## src/rtl/halfbridge_deadtime.sv

```systemverilog
module halfbridge_deadtime #(
  parameter int DT_W = 8
) (
  input  logic            clk,
  input  logic            rst_n,
  input  logic            lo_cmd_n,
  input  logic            hi_cmd,
  input  logic            sd_n,
  input  logic            lo_supply_ok,
  input  logic            hi_supply_ok,
  input  logic [DT_W-1:0] dead_cycles,
  output logic            lo_gate,
  output logic            hi_gate
);
  localparam logic [1:0] SIDE_NONE = 2'd0;
  localparam logic [1:0] SIDE_LO   = 2'd1;
  localparam logic [1:0] SIDE_HI   = 2'd2;
  localparam logic [DT_W-1:0] ONE  = {{(DT_W-1){1'b0}}, 1'b1};

  logic [DT_W-1:0] idle_cnt;
  logic [DT_W-1:0] need;
  logic [1:0]      last_side;
  logic            want_lo, want_hi, lo_clear, hi_clear, lo_d, hi_d;

  assign want_lo  = !lo_cmd_n && !hi_cmd;
  assign want_hi  = lo_cmd_n && hi_cmd;
  assign need     = (dead_cycles == '0) ? ONE : dead_cycles;
  assign lo_clear = (last_side != SIDE_HI) || (idle_cnt >= need);
  assign hi_clear = (last_side != SIDE_LO) || (idle_cnt >= need);
  assign lo_d     = want_lo && lo_clear && sd_n && lo_supply_ok;
  assign hi_d     = want_hi && hi_clear && sd_n && lo_supply_ok && hi_supply_ok;

  always_ff @(posedge clk or negedge rst_n) begin
    if (!rst_n) begin
      lo_gate   <= 1'b0;
      hi_gate   <= 1'b0;
      idle_cnt  <= '0;
      last_side <= SIDE_NONE;
    end else begin
      lo_gate <= lo_d;
      hi_gate <= hi_d;
      if (lo_d || hi_d)
        idle_cnt <= '0;
      else if (idle_cnt != '1)
        idle_cnt <= idle_cnt + ONE;
      if (lo_d)
        last_side <= SIDE_LO;
      else if (hi_d)
        last_side <= SIDE_HI;
    end
  end

  logic [DT_W:0]   off_run;
  logic [1:0]      seen_side;
  logic [DT_W-1:0] dt_q;
  logic [DT_W:0]   req_q;

  always_ff @(posedge clk or negedge rst_n) begin
    if (!rst_n) begin
      off_run   <= '0;
      seen_side <= SIDE_NONE;
      dt_q      <= '0;
    end else begin
      dt_q <= dead_cycles;
      if (lo_gate || hi_gate)
        off_run <= '0;
      else if (off_run != '1)
        off_run <= off_run + 1'b1;
      if (lo_gate)
        seen_side <= SIDE_LO;
      else if (hi_gate)
        seen_side <= SIDE_HI;
    end
  end

  assign req_q = (dt_q == '0) ? {{DT_W{1'b0}}, 1'b1} : {1'b0, dt_q};

  a_r5_no_overlap: assert property (@(posedge clk) disable iff (!rst_n)
    !(lo_gate && hi_gate));
  a_r5_deadtime_hi: assert property (@(posedge clk) disable iff (!rst_n)
    ($rose(hi_gate) && seen_side == SIDE_LO) |-> off_run >= req_q);
  a_r5_deadtime_lo: assert property (@(posedge clk) disable iff (!rst_n)
    ($rose(lo_gate) && seen_side == SIDE_HI) |-> off_run >= req_q);
  a_r1_shutdown_off: assert property (@(posedge clk) disable iff (!rst_n)
    !sd_n |=> (!lo_gate && !hi_gate));
  a_r3_conflict_off: assert property (@(posedge clk) disable iff (!rst_n)
    (!lo_cmd_n && hi_cmd) |=> (!lo_gate && !hi_gate));
  a_r4_idle_off: assert property (@(posedge clk) disable iff (!rst_n)
    (lo_cmd_n && !hi_cmd) |=> (!lo_gate && !hi_gate));
  a_r10_lo_supply_off: assert property (@(posedge clk) disable iff (!rst_n)
    !lo_supply_ok |=> (!lo_gate && !hi_gate));
  a_r11_hi_supply_off: assert property (@(posedge clk) disable iff (!rst_n)
    !hi_supply_ok |=> !hi_gate);
endmodule

```

## config.mk

```make
export PLATFORM = sky130hd
export DESIGN_NAME = halfbridge_deadtime
export DESIGN_NICKNAME = d
export VERILOG_FILES = /design/src/rtl/halfbridge_deadtime.sv
export SDC_FILE = /design/constraint.sdc
export NUM_CORES = 1
export LEC_CHECK = 0
export BUFFER_PORTS_ARGS = -buffer_cell sky130_fd_sc_hd__buf_4
export CORE_MARGIN = 4
export CORE_UTILIZATION = 50
export CTS_CLUSTER_DIAMETER = 200
export DETAILED_ROUTE_END_ITERATION = 10
export PLACE_DENSITY = 0.83
export SETUP_SLACK_MARGIN = 0.1
export SLEW_MARGIN = 20
export SYNTH_ARGS = -nofsm -noshare
export SYNTH_HDL_FRONTEND = slang
export SYNTH_SLANG_ARGS = --single-unit
```

## constraint.sdc

```tcl
create_clock -name clk -period 5.1 [get_ports clk]
set_input_delay 0.51 -clock clk [delete_from_list [all_inputs] [get_ports clk]]
set_output_delay 0.51 -clock clk [all_outputs]
set_load 0.02 [all_outputs]
```

== Word level (Yosys, flattened, before mapping) ==
Index checks and enable logic that the tools add are counted.
W data, S select, Z words.
Cells by class
  shift-type cells: 0
  reductions and logical operators: 17
  div/mod/pow operators: 0
  order comparisons: 1
  bitwise gates (word level): 0
  mux-type cells: 5
  add/subtract/negate cells: 1
  eq/ne operators: 3
  multipliers: 0
Operator list (count)
  $mux W8: 3
  $logic_and A1 B1 Y1: 9
  $add A8 B1 Y8 const B: 1
  $ge A8 B8 Y1: 1
  $logic_not A8 Y1: 1
  $ne A8 B8 Y1 const B: 1
  $mux W2: 2
  $reduce_bool A2 Y1: 2
  $logic_or A1 B1 Y1: 3
  $logic_not A1 Y1: 2
  $ne A2 B1 Y1 const B: 1
  $ne A2 B2 Y1 const B: 1
Storage, ports and cells
  ROM bits: 0
  memories kept: 0
  bits in writable memories: 0
  flip-flop bits (word level): 12
  output and inout bits: 2
  word-level logic and storage cells: 31
  bits in latches: 0

== Logic depth before layout (Yosys ltp) ==
  word-level depth: 10
  mapped depth: 7

== Worst setup path before layout ==
OpenSTA, ideal clock, no wires.
  path kind: input-to-reg
  from: input port dead_cycles[2]
  to: register idle_cnt[1]
  arrival: 1.909 ns
  required time: 5.006 ns
  cell stages on the path: 7
  buffers on the path: 0
  path slack: 3.097 ns
  path through: nor4_1 > a41o_1 > ha_1 > nand2b_2 > a31oi_4 > o21ai_4 > a221oi_2
Between the ends
  cells in the longest elaborated chain, start to end: 10
Ends and longest elaborated chain
  start: declaration: RTL line 11  | input logic [DT_W-1:0] dead_cycles,
  $logic_not A8 Y1: RTL line 27  | assign need = (dead_cycles == '0) ? ONE : dead_cycles;
  $mux W8 *: RTL line 27
  $ge A8 B8 Y1 *: RTL line 28, 29
  $logic_or A1 B1 Y1: RTL line 29  | assign hi_clear = (last_side != SIDE_LO) || (idle_cnt >= need);
  $logic_and A1 B1 Y1 (4 in series): RTL line 31  | assign hi_d = want_hi && hi_clear && sd_n && lo_supply_ok && hi_supply_ok;
  $logic_or A1 B1 Y1 *: RTL line 42  | if (lo_d || hi_d)
  $mux W8 / $reduce_bool A2 Y1 (equally long branches)
  end signal: assignment: RTL line 45  | idle_cnt <= idle_cnt + ONE;
  end: declaration: RTL line 20  | logic [DT_W-1:0] idle_cnt;
Every way passes the cells marked *; elsewhere a longest branch is shown, timed or not.
A chain may end at the register's enable or synchronous reset.

== Worst setup path in the final report ==
  from: input port dead_cycles[2]
  to: register idle_cnt[4]
Same word-level chain as after synthesis.

==> impl_results.md <==
* Period utilization at 0.383
* Slew of the pin with the lowest slew margin at about 0.42 ns
* Post-synth cell types at 38
* Status: finished, final reports clean
* CP Max Fanout at 8
* Depth of the CTS H-tree at 1
* Most frequent cell after synthesis: dfrtp_1
* Gate Count Post-Synth at 92
* DP HPWL at between 1500 and 2000 um
* Total Negative Setup Slacks at 0 ns
* Max stage delay on crit path at ~0.26 ns
* Lkg Pwr at 0.544 nW
* Post-synth EDFFs at 0
* CTS-repair resized insts at 0
* Fin cells at 137
* Initial Utilization at 0.533
* Clk_skew at just over 0.002 ns
* IO Pins at 17
* Die footprint at between 2000 and 3000 um2
* Crit-path cells: buf_4 -> nor4_1 -> a41o_1 -> ha_1 -> nand2b_2 -> a31oi_4 -> o21ai_4 -> a211oi_1
* Fmax at between 500 and 600 MHz
* Main synth FF type: dfrtp_1
* GPL Wtd Cong at approximately 0.87
* Critical path startpoint category: input pin
* Drt wl/cell at 14.6 um
* Synth top area cells: dfrtp_1 (32%), ha_1 (12%), a211oi_1 (5.6%), inv_1 (4.0%), o211a_1 (3.2%)
* Yosys Warn Count at 0
* Syn nets at between 100 and 150
* Sequential area share after synthesis at 0.319
* Die height at between 50 and 60 um
* Dpl cells at 133
* Kind of critical path: input pin to flip-flop
* Pwr Density at approximately 450 nW/um2
* RSZ-0062 raised after global routing: false
* Slew Viols, Final at 0
* Antenna fix cells at 0
* Final wirelength at approximately 2000 um
* Final Core Density at 0.640
* Via Count at 784
* Yosys reg bits at 12
* Rel. slew slack at 0.722
* Root Buffer: clkbuf_4
* Hold Path Class: input pin to asynchronous set/reset pin
* Initial antenna violation count at 0
* Largest net degree at the start of global routing at 13
* Post-synth ARST share at 1.00
* Gr ovfl total at 0
* Row cnt at 15
* Clock tree buffer depth at 2
* Worst path slowest cell: nor4_1
* # hold bufs at CTS at 0
* Worst EP arrival at 2.13 ns
* DRT Pass-1 Iters at 4
* Post-CTS Setup Inserts at 0
* Synth Cell Area at 941 um2
* Clock tree sinks at 12
* Total Nets Final at between 100 and 150
* Syn avg cell area at between 10 and 15 um2
* Detailed-route vias per instance at ~5.7
* Tmin final at 1.95 ns
* Crit. End Element: flip-flop
* Synth-to-layout area growth at 19.9%
* Clock Latency Late Sink at 0.28 ns
* Most instantiated cells after synthesis: dfrtp_1 (12), inv_1 (10), ha_1 (9)
* CTS tree: yes
* CTS buffer count at 3
* Routed Antenna Nets at 0
* Core area at between 1500 and 2000 um2
* First-pass GRT wire length at 3450 um
* Hold Vio Cnt, Final at 0
* Layout cells sized above 1 at 0.277
* Synth top area share at 0.319
* Port Buf Inserts at 16
* Setup-failing EPs final at 0
* # DRC at 0
* Die W at 51.4 um
* Max Cap Viol at 0
* Vias in the first global route at 810
* Yosys top cell by area: dfrtp_1
* Initial DRC Count at 15
* Maximum vdd drop at approximately 0.21 mV
* Total Routing Usage GR at 0.176
* Worst Path Required at about 5.3 ns
* Worst-path clk slew at about 0.07 ns
sequential cells by signal (all words and copies together), names as in the netlist:
signal / flops
hi_gate: 1
idle_cnt: 8
lo_gate: 1
last_side: 2
cells by family after synthesis:
kind of cell | after synthesis | synth area share
xor gates and xnor gates | 4 | 0.0372
muxes | 1 | 0.0106
adders and majority gates | 9 | 0.120
AOI/OAI and AO/OA | 33 | 0.328
and+or+nand+nor | 23 | 0.145
buffers and inverters | 10 | 0.0399
DFF | 12 | 0.319
cells in the final DEF, fill, tap and decap left out, drive strengths merged, types with 4 or more instances in the layout:
cell	instances
o21ai	5
nand2	4
clkbuf	4
ha	9
buf	16
nand3	4
inv	10
nor2	4
a211oi	7
dfrtp	12
worst max-delay path, delay by kind of cell:
family	cells	cell delay [ns]
compound gates	4	0.84
simple gates	2	0.45
buf+inv	1	0.12
fa+ha+maj	1	0.22
per-stage QoR:
step / worst slack [ns] / cell area [um2] / power (mW) / hold WS, ns
floorplan: 3.10 / 941 / 0.372 / 0.214
detailed placement: 2.87 / 1090 / 0.436 / 0.354
CTS: 3.14 / 1130 / 0.513 / 0.0546
finish: 3.15 / 1130 / 0.512 / 0.0480
global route: 3.04 / 1130 / 0.549 / 0.0571
global placement: 2.91 / 1090 / 0.424 / 0.355
path summary, 6_finish.rpt:
kind / startpoint / to / slack, ns / cells after the start
min in group clk: last_side[0] / hi_gate / 0.54 / 1
min reg2reg: last_side[0] / hi_gate / 0.54 / 1
max in group asynchronous: rst_n / idle_cnt[7] / 4.90 / 1
max reg2reg: idle_cnt[5] / idle_cnt[4] / 3.25 / 5
max: dead_cycles[2] / idle_cnt[4] / 3.15 / 8
min: rst_n / last_side[0] / 0.05 / 1
per-layer routing:
layer,wire length (um),GRT usage,part of all wire,up-vias
met5,0,0,0,-
met4,42,0.0786,0.021,0
met3,125,0.0175,0.063,5
met2,942,0.294,0.47,24
met1,886,0.226,0.44,359
li1,-,-,-,396
power by group:
group          switching (mW)  total [mW]  internal (mW)
combinational           0.142       0.261          0.119
clock                  0.0326      0.0761         0.0435
sequential             0.0468       0.175          0.128
total                   0.221       0.512          0.291
layout make-up:
type                    count  area, um2
inverters                  10       37.5
flip-flops and latches     12        300
repair buffers             16        120
multi-input cells          70        603
fillers                   164        636
well taps                  25       31.3
clock buffers               4       36.3
Power figures use the tool's default switching activity.
